[config.mk]
export PLATFORM = sky130hd
export DESIGN_NAME = prio_rr_arbiter
export DESIGN_NICKNAME = d
export VERILOG_FILES = /design/src/rtl/prio_rr_arb_pkg.sv /design/src/rtl/arb_rot_pick.sv /design/src/rtl/arb_top_level.sv /design/src/rtl/arb_slice_timer.sv /design/src/rtl/prio_rr_arbiter.sv
export SDC_FILE = /design/constraint.sdc
export NUM_CORES = 1
export LEC_CHECK = 0
export BUFFER_PORTS_ARGS = -buffer_cell sky130_fd_sc_hd__buf_2
export CAP_MARGIN = 20
export CORE_ASPECT_RATIO = 1.75
export CORE_MARGIN = 1.5
export CORE_UTILIZATION = 59
export CTS_CLUSTER_DIAMETER = 200
export DETAILED_ROUTE_END_ITERATION = 6
export GPL_TIMING_DRIVEN = 0
export PLACE_DENSITY = 0.8
export REMOVE_ABC_BUFFERS = 1
export SLEW_MARGIN = 5
export SYNTH_ARGS = -nofsm -noshare
export SYNTH_HDL_FRONTEND = slang
export SYNTH_SLANG_ARGS = --single-unit
export TNS_END_PERCENT = 30
[constraint.sdc]
create_clock -name clk -period 6.5 [get_ports clk]
set_clock_uncertainty 0.05 [all_clocks]
set_input_delay 0.325 -clock clk [delete_from_list [all_inputs] [get_ports clk]]
set_output_delay 0.325 -clock clk [all_outputs]
set_load 0.03 [all_outputs]
[src/rtl/prio_rr_arb_pkg.sv]
`timescale 1ns/1ps
package prio_rr_arb_pkg;

    // Control states of the arbiter.
    typedef enum logic [0:0] {
        ARB_IDLE  = 1'b0,
        ARB_OWNED = 1'b1
    } arb_state_e;

endpackage

[src/rtl/arb_rot_pick.sv]
`timescale 1ns/1ps
// Rotating first-set picker: scans mask upward from ptr with wrap-around.
module arb_rot_pick #(
    parameter int N_MASTERS = 4,
    parameter int IDX_W     = (N_MASTERS > 1) ? $clog2(N_MASTERS) : 1
) (
    input  logic [N_MASTERS-1:0] mask,
    input  logic [IDX_W-1:0]     ptr,
    output logic                 found,
    output logic [IDX_W-1:0]     idx
);

    always_comb begin
        found = 1'b0;
        idx   = '0;
        for (int k = 0; k < N_MASTERS; k++) begin
            int               pos;
            logic [IDX_W-1:0] cand;
            pos = int'(ptr) + k;
            if (pos >= N_MASTERS) begin
                pos = pos - N_MASTERS;
            end
            cand = IDX_W'(pos);
            if (!found && mask[cand]) begin
                found = 1'b1;
                idx   = cand;
            end
        end
    end

endmodule

[src/rtl/arb_top_level.sv]
`timescale 1ns/1ps
// Finds the highest priority level among requesters and masks the rest.
module arb_top_level #(
    parameter int N_MASTERS = 4,
    parameter int PRIO_W    = 2
) (
    input  logic [N_MASTERS-1:0]        req,
    input  logic [N_MASTERS*PRIO_W-1:0] prio_cfg,
    output logic [N_MASTERS-1:0]        lvl_mask,
    output logic [PRIO_W-1:0]           top_lvl
);

    logic [PRIO_W-1:0] lvl_arr [N_MASTERS];

    for (genvar gi = 0; gi < N_MASTERS; gi++) begin : g_unpack
        assign lvl_arr[gi] = prio_cfg[gi*PRIO_W +: PRIO_W];
    end

    always_comb begin
        top_lvl = '0;
        for (int i = 0; i < N_MASTERS; i++) begin
            if (req[i] && (lvl_arr[i] > top_lvl)) begin
                top_lvl = lvl_arr[i];
            end
        end
    end

    for (genvar gm = 0; gm < N_MASTERS; gm++) begin : g_mask
        assign lvl_mask[gm] = req[gm] && (lvl_arr[gm] == top_lvl);
    end

endmodule

[src/rtl/arb_slice_timer.sv]
`timescale 1ns/1ps
// Counts cycles of the current tenure, saturating at the last slice cycle.
module arb_slice_timer #(
    parameter int SLICE_CYCLES = 8,
    parameter int CNT_W        = (SLICE_CYCLES > 1) ? $clog2(SLICE_CYCLES) : 1
) (
    input  logic clk,
    input  logic rst,
    input  logic restart,
    output logic expired
);

    localparam logic [CNT_W-1:0] LAST = CNT_W'(SLICE_CYCLES - 1);

    logic [CNT_W-1:0] cnt_q;

    always_ff @(posedge clk) begin
        if (rst || restart) begin
            cnt_q <= '0;
        end else if (cnt_q != LAST) begin
            cnt_q <= cnt_q + 1'b1;
        end
    end

    assign expired = (cnt_q == LAST);

endmodule

[src/rtl/prio_rr_arbiter.sv]
`timescale 1ns/1ps
module prio_rr_arbiter
    import prio_rr_arb_pkg::*;
#(
    parameter int N_MASTERS    = 4,
    parameter int PRIO_W       = 2,
    parameter int SLICE_CYCLES = 8
) (
    input  logic                        clk,
    input  logic                        rst,
    input  logic                        mode_rr,
    input  logic [N_MASTERS*PRIO_W-1:0] prio_cfg,
    input  logic [N_MASTERS-1:0]        req,
    input  logic [N_MASTERS-1:0]        rel_done,
    output logic [N_MASTERS-1:0]        gnt
);

    localparam int IDX_W  = (N_MASTERS > 1) ? $clog2(N_MASTERS) : 1;
    localparam int LEVELS = 1 << PRIO_W;
    localparam logic [IDX_W-1:0] LAST_IDX = IDX_W'(N_MASTERS - 1);

    arb_state_e state_q, state_d;

    logic [IDX_W-1:0]     owner_q;
    logic [N_MASTERS-1:0] gnt_q;
    logic [IDX_W-1:0]     rr_ptr_q;
    logic [IDX_W-1:0]     lvl_ptr_q [LEVELS];

    logic [PRIO_W-1:0]    prio_arr [N_MASTERS];
    logic [N_MASTERS-1:0] lvl_mask;
    logic [PRIO_W-1:0]    top_lvl;
    logic                 fix_found, rr_found, win_found;
    logic [IDX_W-1:0]     fix_idx, rr_idx, win_idx, win_next;
    logic [PRIO_W-1:0]    win_lvl;
    logic [N_MASTERS-1:0] win_onehot;
    logic                 slice_expired;
    logic                 owner_ends;
    logic                 take;

    for (genvar gi = 0; gi < N_MASTERS; gi++) begin : g_prio
        assign prio_arr[gi] = prio_cfg[gi*PRIO_W +: PRIO_W];
    end

    arb_top_level #(
        .N_MASTERS (N_MASTERS),
        .PRIO_W    (PRIO_W)
    ) u_top_level (
        .req      (req),
        .prio_cfg (prio_cfg),
        .lvl_mask (lvl_mask),
        .top_lvl  (top_lvl)
    );

    // Fixed mode: rotate inside the winning level from that level's pointer.
    arb_rot_pick #(
        .N_MASTERS (N_MASTERS),
        .IDX_W     (IDX_W)
    ) u_pick_fixed (
        .mask  (lvl_mask),
        .ptr   (lvl_ptr_q[top_lvl]),
        .found (fix_found),
        .idx   (fix_idx)
    );

    // Round-robin mode: rotate over all requesters from the global pointer.
    arb_rot_pick #(
        .N_MASTERS (N_MASTERS),
        .IDX_W     (IDX_W)
    ) u_pick_rr (
        .mask  (req),
        .ptr   (rr_ptr_q),
        .found (rr_found),
        .idx   (rr_idx)
    );

    arb_slice_timer #(
        .SLICE_CYCLES (SLICE_CYCLES)
    ) u_slice (
        .clk     (clk),
        .rst     (rst),
        .restart (take),
        .expired (slice_expired)
    );

    always_comb begin
        win_found  = mode_rr ? rr_found : fix_found;
        win_idx    = mode_rr ? rr_idx   : fix_idx;
        win_lvl    = prio_arr[win_idx];
        win_next   = (win_idx == LAST_IDX) ? '0 : win_idx + 1'b1;
        win_onehot = '0;
        win_onehot[win_idx] = 1'b1;
        owner_ends = !req[owner_q] || rel_done[owner_q] ||
                     (mode_rr && slice_expired);
    end

    // Next-state and arbitration decision.
    always_comb begin
        state_d = state_q;
        take    = 1'b0;
        unique case (state_q)
            ARB_IDLE: begin
                if (win_found) begin
                    state_d = ARB_OWNED;
                    take    = 1'b1;
                end
            end
            ARB_OWNED: begin
                if (owner_ends) begin
                    if (win_found) begin
                        take = 1'b1;
                    end else begin
                        state_d = ARB_IDLE;
                    end
                end
            end
        endcase
    end

    // State register.
    always_ff @(posedge clk) begin
        if (rst) begin
            state_q <= ARB_IDLE;
        end else begin
            state_q <= state_d;
        end
    end

    // Grant, owner and rotation pointers.
    always_ff @(posedge clk) begin
        if (rst) begin
            owner_q  <= '0;
            gnt_q    <= '0;
            rr_ptr_q <= '0;
            for (int l = 0; l < LEVELS; l++) begin
                lvl_ptr_q[l] <= '0;
            end
        end else if (take) begin
            owner_q            <= win_idx;
            gnt_q              <= win_onehot;
            rr_ptr_q           <= win_next;
            lvl_ptr_q[win_lvl] <= win_next;
        end else if (state_d == ARB_IDLE) begin
            gnt_q <= '0;
        end
    end

    assign gnt = gnt_q;

endmodule

==> results of run 1 <==
==> worst register-to-register path, stage by stage, from the launching register on <==
cell and delay [ps]:
edfxtp_1 330, inv_1 50, o311ai_1 380, nand2_2 160, or4_1 550, a211o_1 310
o211ai_4 140, buf_4 190, mux2i_4 400, a31o_1 250
==> how the worst max path moves through the flow <==
stage | startpoint | slack [ps] | to | cells after the start
2_1_floorplan | prio_cfg[0] | 400 | lvl_ptr_q[1][0]$_SDFFCE_PN0P_ | 24
3_3_place_gp | req[0] | -910 | lvl_ptr_q[1][0]$_SDFFCE_PN0P_ | 25
3_5_place_dp | req[0] | -700 | lvl_ptr_q[1][0]$_SDFFCE_PN0P_ | 26
4_1_cts | req[0] | 30 | lvl_ptr_q[1][0]$_SDFFCE_PN0P_ | 25
5_1_grt | req[0] | -90 | lvl_ptr_q[3][0]$_DFFE_PP_ | 25
6_report | req[0] | 100 | lvl_ptr_q[3][0]$_DFFE_PP_ | 25
==> state kept, by name (all words and copies together), names as in the netlist <==
signal         flops
gnt                4
state_q            1
u_slice.cnt_q      3
owner_q            2
lvl_ptr_q          8
rr_ptr_q           2
==> synthesized netlist by cell type (3+ instances only) <==
cell,n,area share (%)
o21ai_1,4,0.98
o21ai_0,4,0.98
nor2_1,23,4.2
or3_1,4,1.2
a211oi_1,3,1.1
a21o_1,5,1.8
a21oi_1,9,2.2
nand3_1,4,0.98
o311ai_1,3,1.3
o211ai_1,8,2.9
nor4_1,5,1.5
dfxtp_1,12,12
edfxtp_1,8,12
inv_1,24,4.4
nand2b_1,7,2.1
nand2_1,16,2.9
o31ai_1,4,1.5
a2111oi_0,3,1.3
a22o_1,4,1.7
ha_1,12,7.3
a31oi_1,4,1.2
o2111ai_1,3,1.3
mux2i_1,5,2.4
o211a_1,4,2.0
==> per-layer routing <==
| layer | up-vias | part of all wire, % | global-route usage (%) |
|---|---|---|---|
| li1 | 1013 | - | - |
| met5 | - | 0 | 0 |
| met3 | 26 | 4.5 | 4.00 |
| met4 | 0 | 6.8 | 21.9 |
| met1 | 974 | 35 | 30.7 |
| met2 | 88 | 53 | 52.8 |
==> final cells by class <==
cell class | instances | area [um2]
clock buffers | 4 | 55.1
flip-flops and latches | 20 | 480
inverters | 26 | 100
well taps | 45 | 56.3
repair buffers | 36 | 225
fillers | 279 | 887
multi-input cells | 190 | 1560
==> per-stage QoR <==
step / setup TNS (ps) / std cells / setup slack (ps) / hold slack (ps) / total power [mW]
after floorplan: 0 / 236 / 397 / 344 / 0.447
after global placement: -15220 / 303 / -908 / 404 / 0.522
after detailed placement: -9110 / 304 / -701 / 399 / 0.533
after CTS: 0 / 311 / 33.9 / 272 / 0.637
after global routing: -366 / 321 / -87.4 / 296 / 0.751
final: 0 / 321 / 95.9 / 282 / 0.707
==> cell families after synthesis <==
group / share of synthesized area (%)
simple gates: 19.0
fa+ha+maj: 7.32
buf+inv: 6.59
mux: 3.66
flops: 23.4
xor+xnor: 2.01
compound gates: 38.0
==> power by group <==
part	leakage (nW)	total, mW	switching, mW	internal, mW
registers	0.182	0.181	0.0185	0.163
logic	0.835	0.432	0.260	0.172
clock network	0.0288	0.0937	0.0398	0.0539
total	1.05	0.707	0.318	0.388
==> repair_timing <==
action,4_1_cts,5_1_grt
buffers inserted,3,10
pin swaps,1,7
endpoints found under the setup margin,16,19
resized for setup,5,15
==> cells in the final DEF, fill, tap and decap left out, drive strengths merged, types with 7 or more instances in the layout <==
cell and n:
ha 12, inv 26, nand2 17, edfxtp 8
nor2 23, nand2b 7, o21ai 9, a21oi 9
buf 36, dfxtp 12, o211ai 11
==> flow_summary.json, run 1 <==
{
  "avgSynthCellArea_um2": 8.48,
  "required_ps": 6430,
  "critical-path-max-stage-delay_ps": 550,
  "clock_latency_ps": 260,
  "power.leakage_nw": 1.05,
  "power_density_nw_per_um2": 285,
  "cts.sinks": 20,
  "drt_iter0_markers": 78,
  "synth-seq-cells": 20,
  "synth.yosys.seq_area_share_pct": 23.4,
  "wl_mm": 5.66,
  "syn-instance-count": 242,
  "cts_made_buffers": 3,
  "stdcell_area_um2": 2480,
  "diodes": 0,
  "crit_slowest_cell": "or4_1",
  "htreeDepth": 1,
  "grt_max_degree": 12,
  "final_max_slew_viol_count": 0,
  "num_vias": 2101,
  "ys_warn_count": 0,
  "grt_util_all_layers_pct": 30.4,
  "synthDistinctLibCells": 72,
  "critPathMaxFanout": 9,
  "io_pins": 23,
  "antenna_found_initial": 0,
  "dieArea_um2": 3850,
  "worstPathArrival_ps": 6330,
  "synth-main-ff-cell": "dfxtp_1",
  "worst_setup_path_end_kind": "flop",
  "clkTransAtPathRegs_ps": 70,
  "path_class": "input pin to flop",
  "synth-edff-count": 8,
  "syn-cell-area_um2": 2050,
  "hold_class": "input pin to flop",
  "detail_route.first_pass.iterations": 4,
  "grt_pass1_wl_mm": 8.47,
  "grt_pass1_vias": 1974,
  "grt_overflow_total": 0,
  "finalHoldViolations": 0,
  "rows": 28,
  "hold_buffers": 0,
  "start_kind": "input pin",
  "crit_family": "compound AO/OA/AOI/OAI gates",
  "area_delta_synth_final_pct": 20.7,
  "gp_congestion": 0.941,
  "place_hpwl_mm": 4.18,
  "fmax_mhz": 156,
  "cap_violations": 0,
  "min_from": "rst",
  "drc": 0,
  "irDropWorstVdd_v": 0.000239,
  "crit_path_frequent_cell": "ha_1",
  "min_path_cells": 2,
  "final_core_util_pct": 73.6,
  "drive_gt1_share_pct": 28.3,
  "viasPerCell": 6.55,
  "cts_buffer_depth": 2,
  "port_buffers": 22,
  "outcome": "finished clean",
  "postPlaceCellArea_um2": 2190,
  "crit-reg2reg-launch": "lvl_ptr_q[3][0]$_DFFE_PP_",
  "fin_nets": 308,
  "hold_end": "owner_q[0]$_SDFFE_PP0P_",
  "r2r_slack_ps": 3420,
  "finalSetupViolCount": 0,
  "r2r_cells": 9,
  "die_h_um": 81.0,
  "design.core.area_um2": 3360,
  "grt_setup_unrepaired": "true",
  "relSlewSlack_pct": 46.7,
  "wl_per_cell_um": 17.6,
  "dieWidth_um": 47.6,
  "path_buf_inv": 3,
  "fin_crit_ps": 6400,
  "rr_endpoint": "lvl_ptr_q[3][0]$_DFFE_PP_",
  "ant_nets": 0,
  "root_buffer": "clkbuf_8",
  "start_util_pct": 61.0,
  "async_flop_share_pct": 0,
  "tightest_slew_ps": 787,
  "fin_crit_sh_pct": 98.5,
  "tritoncts": "done"
}
(Power assumes the default switching activity.)
==> run 2: changes to the inputs <==
Settings changed: REMOVE_ABC_BUFFERS 1 to not set.
==> run 2 against run 1 <==
Compared with the run above:
- first-iteration DRC count increased by 9.0%
- final cell count shrank 1.9%
- non-clock buffer count is 6 lower
- sequential power about the same
- combinational power decreased by 5.1%
- register-to-register slack got worse by 40 ps
- critical path depth unchanged
- wire length rose by 0.14%
- flip-flop and latch count unchanged
- clock-buffer cell count shrank 1
- critical endpoint is now lvl_ptr_q[1][1]$_SDFFCE_PN0P_
==> flow_summary.json, run 2 (synthesized netlist as in run 1, its figures left out) <==
{
  "outcome": "finished clean",
  "clock_latency_ps": 250,
  "tritoncts": "done",
  "drt_iter0_markers": 85,
  "fin_crit_sh_pct": 97.0,
  "synth_nets": 273,
  "drc": 0,
  "start_kind": "input pin",
  "finalSetupViolCount": 0,
  "cts.sinks": 20,
  "grt_util_all_layers_pct": 29.5,
  "fin_nets": 302,
  "root_buffer": "clkbuf_8",
  "place_hpwl_mm": 4.15,
  "register_area_um2": 480,
  "crit_path_frequent_cell": "ha_1",
  "worst_setup_path_end_kind": "flop",
  "viasPerCell": 6.65,
  "worstPathArrival_ps": 6200,
  "clkTransAtPathRegs_ps": 70,
  "postPlaceCellArea_um2": 2210,
  "fin_crit_ps": 6310,
  "crit_slowest_cell": "a2111oi_4",
  "grt_overflow_total": 0,
  "final_max_slew_viol_count": 0,
  "finalHoldViolations": 0,
  "critical-path-max-stage-delay_ps": 480,
  "area_delta_synth_final_pct": 17.6,
  "grt_pass1_vias": 1926,
  "dieWidth_um": 47.6,
  "diodes": 0,
  "layout_common_cells": "inv_1, nor2_1, buf_2",
  "start_util_pct": 61.0,
  "power.leakage_nw": 1.00,
  "hold_class": "input pin to flop",
  "cap_violations": 0,
  "finalPower_mw": 0.671,
  "regMostFlops": "lvl_ptr_q",
  "die_h_um": 81.0,
  "timing.hold.ws_ps": 350,
  "multi_input_area_um2": 1560,
  "irDropWorstVdd_v": 0.000221,
  "nFillCells": 289,
  "power_density_nw_per_um2": 278,
  "detail_route.first_pass.iterations": 4,
  "num_vias": 2096,
  "grt_pass1_wl_mm": 8.31,
  "io_pins": 23,
  "cts_made_buffers": 3,
  "wl_per_cell_um": 18.0,
  "layout_commonest_cell": "inv_1",
  "dieArea_um2": 3850,
  "required_ps": 6390,
  "r2r_slack_ps": 3380,
  "ant_nets": 0,
  "wl_mm": 5.67,
  "grt_max_degree": 12,
  "port_buffers": 20,
  "critPathMaxFanout": 9,
  "drive_gt1_share_pct": 26.7,
  "design.core.area_um2": 3360,
  "cts_buffer_depth": 2,
  "largest_register_ffs": 8,
  "grt_setup_unrepaired": "true",
  "fmax_mhz": 159,
  "rows": 28,
  "antenna_found_initial": 0,
  "tightest_slew_ps": 523,
  "stdcell_area_um2": 2410,
  "hold_buffers": 0,
  "htreeDepth": 1,
  "path_class": "input pin to flop",
  "gp_congestion": 0.823,
  "relSlewSlack_pct": 65.1,
  "final_core_util_pct": 71.8
}
[run 2: repair_timing]
action / in CTS / in global routing
endpoints found under the setup margin: 10 / 23
resized for setup: 7 / 18
buffers inserted: 2 / 2
pin swaps: 2 / 3
[run 2: worst paths after layout]
kind	depth (start not counted)	startpoint	endpoint
worst min-delay path	2	rst	owner_q[0]$_SDFFE_PP0P_
worst min register to register	1	gnt[0]$_SDFFE_PP0P_	gnt[0]$_SDFFE_PP0P_
worst max register to register	10	lvl_ptr_q[3][0]$_DFFE_PP_	lvl_ptr_q[1][1]$_SDFFCE_PN0P_
worst max-delay path	25	req[0]	lvl_ptr_q[1][1]$_SDFFCE_PN0P_
[run 2: critical path: cells and delay by family]
kind	cells	cell delay, ps
buffers and inverters	3	430
and+or+nand+nor	6	1400
muxes	1	210
adders and majority gates	3	870
AOI/OAI and AO/OA	12	2950
[run 2: per-layer routing]
layer  track usage, %  vias up  wire length (um)
met1             28.3      992              2070
met3             1.78       20               265
met2             58.2       88              3110
met5                0        -                 0
li1                 -      996                 -
met4             13.0        0               212
[run 2: layout make-up]
| type | instances | share of cell area, % |
|---|---|---|
| Multi-Input combinational cell | 190 | 64.7 |
| Tap cell | 45 | 2.33 |
| Clock buffer | 3 | 1.71 |
| Clock inverter | 1 | 0.156 |
| Timing Repair Buffer | 24 | 5.39 |
| Buffer | 6 | 1.61 |
| Inverter | 26 | 4.15 |
| Sequential cell | 20 | 19.9 |
[run 2: through the flow]
| stage | instances | setup TNS (ps) | worst slack, ps |
|---|---|---|---|
| 4_1_cts | 313 | -12.9 | -6.49 |
| 6_report | 315 | 0 | 192 |
| 3_5_place_dp | 307 | -4840 | -442 |
| 3_3_place_gp | 307 | -3530 | -352 |
| 2_1_floorplan | 242 | 0 | 480 |
| 5_1_grt | 315 | -557 | -96.5 |
[run 2: report_power, final]
group / internal, mW / switching (mW) / total (mW)
Sequential: 0.163 / 0.0176 / 0.181
Clock: 0.0420 / 0.0393 / 0.0813
Combinational: 0.154 / 0.256 / 0.410
==> run 3: changes to the inputs <==
Settings changed: BUFFER_PORTS_ARGS -buffer_cell sky130_fd_sc_hd__buf_2 to -buffer_cell sky130_fd_sc_hd__buf_4.
==> run 3 against run 2 <==
Compared with the run above:
- worst setup slack improved by 37 ps
- maximum frequency rose by 0.58%
- sequential power barely moved
- via count fell by 1.3%
- register-to-register slack improved by 80 ps
- die area did not move
- clock power rose by 1%
- worst hold slack got worse by 16 ps
- critical path type unchanged
- critical endpoint is now lvl_ptr_q[1][0]$_SDFFCE_PN0P_
==> flow_summary.json, run 3 (synthesized netlist as in run 1, its figures left out) <==
{
  "grt_pass1_wl_mm": 8.13,
  "fmax_mhz": 159,
  "regMostFlops": "lvl_ptr_q",
  "tightest_slew_ps": 799,
  "finalHoldViolations": 0,
  "io_pins": 23,
  "crit-reg2reg-launch": "lvl_ptr_q[3][0]$_DFFE_PP_",
  "layout_commonest_cell": "buf_4",
  "htreeDepth": 1,
  "r2r_slack_ps": 3460,
  "ant_nets": 0,
  "antenna_found_initial": 0,
  "viasPerCell": 6.55,
  "critPathMaxFanout": 8,
  "cts.sinks": 20,
  "design.core.area_um2": 3360,
  "timing.hold.ws_ps": 334,
  "rows": 28,
  "power.leakage_nw": 1.03,
  "clkTransAtPathRegs_ps": 70,
  "min_path_cells": 2,
  "layout_common_cells": "buf_4, inv_1, nor2_1",
  "nFillCells": 274,
  "dieArea_um2": 3850,
  "largest_register_ffs": 8,
  "drive_gt1_share_pct": 26.2,
  "path_class": "input pin to flop",
  "gp_congestion": 0.896,
  "fin_crit_sh_pct": 96.5,
  "min_from": "rst",
  "r2r_cells": 8,
  "stdcell_area_um2": 2470,
  "port_buffers": 20,
  "tritoncts": "done",
  "irDropWorstVdd_v": 0.000240,
  "final_max_slew_viol_count": 0,
  "die_h_um": 81.0,
  "rr_endpoint": "lvl_ptr_q[1][0]$_SDFFCE_PN0P_",
  "diodes": 0,
  "hold_end": "owner_q[0]$_SDFFE_PP0P_",
  "finalSetupViolCount": 0,
  "power_density_nw_per_um2": 272,
  "dieWidth_um": 47.6,
  "fin_nets": 303,
  "fin_crit_ps": 6270,
  "start_kind": "input pin",
  "wl_per_cell_um": 17.6,
  "grt_pass1_vias": 1898,
  "clock_latency_ps": 260,
  "outcome": "finished clean",
  "critPathLaunch": "req[0]",
  "drt_iter0_markers": 74,
  "grt_overflow_total": 0,
  "relSlewSlack_pct": 45.9,
  "postPlaceCellArea_um2": 2260,
  "drc": 0,
  "grt_max_degree": 12,
  "worstPathArrival_ps": 6170,
  "area_delta_synth_final_pct": 20.5,
  "post-place-cells": 307,
  "cts_buffer_depth": 2,
  "root_buffer": "clkbuf_8",
  "start_util_pct": 61.0,
  "required_ps": 6400,
  "place_hpwl_mm": 4.26,
  "wl_mm": 5.56,
  "hold_class": "input pin to flop",
  "synth_nets": 273,
  "detail_route.first_pass.iterations": 4,
  "grt_util_all_layers_pct": 29.0,
  "cap_violations": 0,
  "cts_made_buffers": 3,
  "worst_setup_path_end_kind": "flop",
  "num_vias": 2069,
  "final_cells": 316
}
run 3: cell count changes in the layout (fill, tap and decap cells not counted), sizes merged:
cell	previous run	this run
clkbuf	3	5
clkinv	1	0
run 3: critical path, stage by stage:
cell,delay [ps]
buf_4,140
nand2_1,140
inv_1,120
ha_1,200
nand2b_1,220
a2111oi_4,470
a31oi_1,130
ha_1,330
a21bo_2,270
a21oi_4,190
a311oi_4,90
or2_2,330
ha_1,330
nor2b_4,160
o21ai_2,220
o21ai_2,160
o21a_4,260
o211ai_2,200
nand2_2,120
or4_1,550
a211o_1,310
o211ai_4,180
mux2_2,440
o31ai_2,260
run 3: area by class of cell:
cell class	instances	area, um2	area share (%)
clock buffers	4	45.0	1.82
well taps	45	56.3	2.28
repair buffers	25	188	7.59
flip-flops and latches	20	480	19.4
plain buffers	6	38.8	1.57
multi-input cells	190	1570	63.3
inverters	26	100	4.05
run 3: worst max path at each step:
stage / endpoint / slack, ps / cells past startpoint
after floorplan: lvl_ptr_q[1][0]$_SDFFCE_PN0P_ / 480 / 23
after global placement: lvl_ptr_q[1][0]$_SDFFCE_PN0P_ / -300 / 28
after detailed placement: lvl_ptr_q[1][1]$_SDFFCE_PN0P_ / -340 / 24
after CTS: lvl_ptr_q[1][1]$_SDFFCE_PN0P_ / 0.8 / 25
after global routing: lvl_ptr_q[0][1]$_SDFFCE_PN0P_ / -60 / 27
final: lvl_ptr_q[1][0]$_SDFFCE_PN0P_ / 230 / 24
run 3: timing repair:
action,in CTS,in global routing
endpoints found under the setup margin,7,27
gates resized for setup,2,24
buffers inserted,0,5
pin swaps,0,7
hold buffers,0,0
run 3: report_power, final:
group	total [mW]	switching [mW]	internal (mW)
Sequential	0.180	0.0175	0.163
Combinational	0.411	0.250	0.161
Clock	0.0822	0.0385	0.0437
Total	0.674	0.306	0.368
run 3: metrics by stage:
| stage | power, mW | TNS (ps) | setup WS (ps) | util [%] |
|---|---|---|---|---|
| after floorplan | 0.455 | 0 | 480 | - |
| after global placement | 0.537 | -2990 | -301 | 67.2 |
| after detailed placement | 0.545 | -3590 | -340 | 67.2 |
| after CTS | 0.629 | 0 | 0.850 | 68.9 |
| after global routing | 0.717 | -326 | -64.3 | 73.5 |
| final | 0.674 | 0 | 228 | 73.5 |
run 3: metal layers:
layer | routed length, um | global-route usage, % | part of all wire, % | vias up
li1 | - | - | - | 998
met1 | 1950 | 27.3 | 35 | 997
met2 | 3260 | 56.2 | 59 | 59
met5 | 0 | 0 | 0 | -
met4 | 184 | 15.7 | 3.3 | 0
met3 | 161 | 2.00 | 2.9 | 15
